[src/rtl/i2c_byte_master.sv]
`timescale 1ns/1ps
module i2c_byte_master #(
  parameter int STD_QUARTER = 250
) (
  input  logic       clk,
  input  logic       rst_n,
  input  logic       wr_en,
  input  logic [1:0] wr_addr,
  input  logic [7:0] wr_data,
  input  logic       sda_i,
  output logic       scl_o,
  output logic       sda_o,
  output logic       bus_busy,
  output logic       ack_rx,
  output logic       byte_done
);
  localparam int FAST_QUARTER = (STD_QUARTER / 4 > 0) ? STD_QUARTER / 4 : 1;
  localparam int CW = $clog2(STD_QUARTER + 1);
  localparam logic [7:0] CMD_OPEN  = 8'hF0;
  localparam logic [7:0] CMD_CLOSE = 8'hD0;

  typedef enum logic [2:0] {S_IDLE, S_HOLD, S_START, S_XFER, S_STOP} st_t;

  st_t st;
  logic [1:0] q;
  logic [3:0] bitn;
  logic [CW-1:0] cnt;
  logic [7:0] sh;
  logic en, ackclk, fast;
  logic sda_r, ack_r, busy_r, done_r, scl_q, sda_q;

  wire tick     = (cnt == '0);
  wire [CW-1:0] reload = fast ? CW'(FAST_QUARTER - 1) : CW'(STD_QUARTER - 1);
  wire wr_dat   = wr_en && (wr_addr == 2'd0);
  wire wr_cmd   = wr_en && (wr_addr == 2'd1);
  wire go_start = wr_cmd && wr_data == CMD_OPEN  && en && st == S_IDLE && !busy_r;
  wire go_stop  = wr_cmd && wr_data == CMD_CLOSE && en && st == S_HOLD;
  wire go_byte  = wr_dat && en && st == S_HOLD;
  wire last     = (bitn == (ackclk ? 4'd8 : 4'd7));
  wire sda_line = sda_o & sda_i;
  wire xfer_on  = (st == S_XFER);

  assign scl_o = (st == S_IDLE) | (st == S_START && q != 2'd2) |
                 (xfer_on && q[1]) | (st == S_STOP && q != 2'd0);
  assign sda_o     = sda_r;
  assign bus_busy  = busy_r;
  assign ack_rx    = ack_r;
  assign byte_done = done_r;

  always_ff @(posedge clk) begin
    if (!rst_n) begin
      st <= S_IDLE; q <= '0; bitn <= '0; cnt <= '0; sh <= '0;
      en <= 1'b0; ackclk <= 1'b0; fast <= 1'b0;
      sda_r <= 1'b1; ack_r <= 1'b1; busy_r <= 1'b0; done_r <= 1'b0;
      scl_q <= 1'b1; sda_q <= 1'b1;
    end else begin
      done_r <= 1'b0;
      scl_q  <= scl_o;
      sda_q  <= sda_line;
      if (scl_q && scl_o && sda_q && !sda_line) busy_r <= 1'b1;
      else if (scl_q && scl_o && !sda_q && sda_line) busy_r <= 1'b0;

      if (wr_en && wr_addr == 2'd2) en <= wr_data[3];
      if (wr_en && wr_addr == 2'd3) begin
        ackclk <= wr_data[7];
        fast   <= wr_data[5];
      end
      if (wr_dat && (st == S_IDLE || st == S_HOLD)) sh <= wr_data;

      case (st)
        S_IDLE: if (go_start) begin
          st <= S_START; q <= '0; cnt <= reload;
        end
        S_HOLD: if (go_byte) begin
          st <= S_XFER; q <= '0; bitn <= '0; cnt <= reload;
        end else if (go_stop) begin
          st <= S_STOP; q <= '0; cnt <= reload; sda_r <= 1'b0;
        end
        S_START: if (tick) begin
          cnt <= reload;
          if (q == 2'd2) begin
            st <= S_XFER; q <= '0; bitn <= '0;
          end else begin
            q <= q + 2'd1;
            if (q == 2'd0) sda_r <= 1'b0;
          end
        end else cnt <= cnt - 1'b1;
        S_XFER: if (tick) begin
          cnt <= reload;
          q   <= q + 2'd1;
          case (q)
            2'd0: sda_r <= (bitn == 4'd8) ? 1'b1 : sh[7];
            2'd2: if (bitn == 4'd8) ack_r <= sda_line;
            2'd3: if (last) begin
              st <= S_HOLD; done_r <= 1'b1;
            end else begin
              bitn <= bitn + 4'd1;
              sh   <= {sh[6:0], 1'b0};
            end
            default: ;
          endcase
        end else cnt <= cnt - 1'b1;
        S_STOP: if (tick) begin
          cnt <= reload;
          if (q == 2'd2) st <= S_IDLE;
          else begin
            q <= q + 2'd1;
            if (q == 2'd1) sda_r <= 1'b1;
          end
        end else cnt <= cnt - 1'b1;
        default: st <= S_IDLE;
      endcase
    end
  end
endmodule

[config.mk]
export PLATFORM = sky130hd
export DESIGN_NAME = i2c_byte_master
export DESIGN_NICKNAME = d
export VERILOG_FILES = /design/src/rtl/i2c_byte_master.sv
export SDC_FILE = /design/constraint.sdc
export NUM_CORES = 1
export LEC_CHECK = 0
export CORE_UTILIZATION = 52
export CTS_CLUSTER_SIZE = 20
export DETAILED_ROUTE_END_ITERATION = 16
export PLACE_DENSITY = 0.8
export SETUP_SLACK_MARGIN = 0.15
export SLEW_MARGIN = 0
export SYNTH_ARGS = -nofsm -noshare
export SYNTH_HDL_FRONTEND = slang
export SYNTH_SLANG_ARGS = --single-unit
[constraint.sdc]
create_clock -name clk -period 1.8 [get_ports clk]
set_input_delay 0.45 -clock clk [delete_from_list [all_inputs] [get_ports clk]]
set_output_delay 0.45 -clock clk [all_outputs]
set_load 0.005 [all_outputs]
==> reports/metrics.yaml <==
status: "finished with violations"
violations: "setup timing"
p_leak_nw: 1.48
fin_ws_ns: -0.215
start_util_pct: 53.9
via_per_inst: 7.32
core_um2: 4000
synth_area_leaders: "dfxtp_1 (32%), ha_1 (5.8%), a311oi_1 (4.9%)"
critPathKind: "register to register"
slew_headroom_pct: 59.5
skew_ns: 0.0207
grt_max_degree: 24
synth_seq_cells: 34
finalCritPeriodShare_pct: 112
min_path_type: "input pin to register"
place_hpwl_um: 4350
ys_seq_area_share_pct: 31.6
gp_congestion: 0.974
startpoint: "cnt[1]"
ant_nets: 0
placed_cell_area_um2: 2760
numCtsBuffers: 5
finalHoldViolations: 0
cts.path.max_buffers: 2
async_flop_share_pct: 0
num_rows: 23
synth-edff-count: 0
synth_area_um2: 2150
cp_slowest_cell: "a311oi_2"
synthToLayoutAreaGrowth_pct: 72.8
max_cap_violations: 0
cpMostUsedCell: "buf_6"
htree_levels: 2
cp-end-kind: "register"
dieArea_um2: 4400
postSynthAreaPerCell_um2: 8.38
ir_drop_v: 0.000513
grt_pass1_vias: 2739
synth_nets: 281
reg2reg_from: "cnt[1]"
critPathMaxFanout: 7
fin_crit_ns: 2.02
antenna_found_initial: 0
powerDensity_nw_per_um2: 425
final.fill_count: 127
slowest_delay_ns: 0.39
final_cell_mix: "buf_4 (61), nand2_1 (23), dfxtp_1 (22)"
drive_gt1_share_pct: 53.5
path_buf_inv: 4
fmax_mhz: 496
setup_tns_ns: -3.32
ios: 19
root_buffer: "clkbuf_8"
synth.distinct_cells: 59
postLayoutCoreUtil_pct: 93.1
grt_util_all_layers_pct: 44.1
final-setup-viol-count: 26
start_kind: "register"
worst_path_dominant_cell_family: "simple AND/OR/NAND/NOR gates"
cp.arrival_ns: 2.21
port-buffer-count: 18
yosys.area.top_type: "dfxtp_1"
syn_inst: 257
cts_tree: "done"
yosys_warnings: 0
clkSinkCount: 34
ys.flop_type: "dfxtp_1"
drtPass1Iterations: 5
final_common_cell: "buf_4"
overflow: 0
antenna_cells: 0
wl_um: 11000
initialDrtViolationCount: 540
yosysTopAreaCellShare_pct: 31.6
grt_pass1_wl_um: 14000
crit_chain: "inv_2, ha_4, nor3b_4, buf_6, buf_6, nand4_1, buf_4, or2_4, nor2_4, a311oi_2"
clk_latency_ns: 0.32
drc: 0
cts.clk_slew.worst_paths_ns: 0.09
drv_slew: 0
grt_setup_unrepaired: "true"
hp-start: "wr_data[6]"
die_y_um: 66.4
nNetsFinal: 382
fp.dieW_um: 66.4
vias: 2995
postLayoutCellArea_um2: 3720
worst_pin_slew_ns: 0.603
required_ns: 2.00
wire_per_inst_um: 27.0
-- cells by family after synthesis --
logic type / synth area share (%)
compound gates: 23.8
fa+ha+maj: 5.81
buf+inv: 6.33
flops: 31.6
mux: 4.30
simple gates: 28.2
-- per-stage QoR --
step | instances | hold WS [ns] | worst slack [ns] | total power (W)
2_1_floorplan | 257 | 0.443 | 0.00193 | 0.000837
3_3_place_gp | 361 | 0.467 | -0.459 | 0.000910
4_1_cts | 397 | 0.492 | -0.0920 | 0.00152
3_5_place_dp | 361 | 0.475 | -0.593 | 0.000913
6_report | 409 | 0.498 | -0.215 | 0.00158
5_1_grt | 409 | 0.496 | -0.270 | 0.00162
-- tightest hold or removal path, stage by stage --
cell and delay, ns:
clkbuf_2 0.10, nand3_1 0.08, a311oi_2 0.15
-- repair_timing --
item / CTS / global route
buffers inserted: 25 / 11
setup endpoints to repair: 29 / 31
pin swaps: 41 / 26
hold buffers: 0 / 0
cloned: 3 / 1
gates resized for setup: 94 / 49
-- sequential cells by signal (all words and copies together), names as in the netlist --
name	flops
bus_busy	1
en	1
sh	8
sda_q	1
st	3
cnt	8
q	2
bitn	4
ack_rx	1
byte_done	1
scl_q	1
fast	1
sda_o	1
ackclk	1
-- cell usage after synthesis, drive strengths merged, types with 3 or more instances --
master	count
nor3	5
and3	3
o31ai	4
nand4	3
ha	10
a311oi	12
nand2	26
or4	5
buf	3
inv	11
mux2i	7
or3	3
nand2b	4
nor2	23
a21oi	13
dfxtp	34
a22oi	3
clkbuf	9
nor3b	4
nand3	16
o21ai	13
a31oi	6
-- path summary, 6_finish.rpt --
kind / endpoint / slack (ns) / cells after the start
max: sh[6] / -0.22 / 10
min: sh[6] / 0.50 / 3
max reg2reg: sh[6] / -0.22 / 10
min reg2reg: ack_rx / 0.50 / 2
-- report_power, final --
part	leakage (nW)	switching (W)	internal [W]	total, W
Sequential	0.283	0.0000136	0.000757	0.000771
Clock	0.0472	0.000339	0.000308	0.000647
Combinational	1.15	0.0000847	0.0000805	0.000165
Total	1.48	0.000437	0.00115	0.00158
-- area by class of cell --
class | count | area [um2] | area share (%)
clock buffer | 6 | 82.6 | 2.22
tap | 50 | 62.6 | 1.68
multi-input combinational | 201 | 1810 | 48.6
timing repair buffer | 105 | 1000 | 26.9
inverter | 11 | 46.3 | 1.24
sequential | 34 | 708 | 19.0
clock inverter | 2 | 12.5 | 0.336
-- layer usage --
| metal | up-vias | routed length (um) | GRT usage (%) |
|---|---|---|---|
| met1 | 1352 | 3640 | 48.2 |
| met3 | 147 | 1410 | 17.8 |
| met4 | 0 | 1130 | 29.8 |
| met5 | - | 0 | 0 |
| met2 | 326 | 4850 | 69.5 |
| li1 | 1170 | - | - |
(Power assumes the default switching activity.)
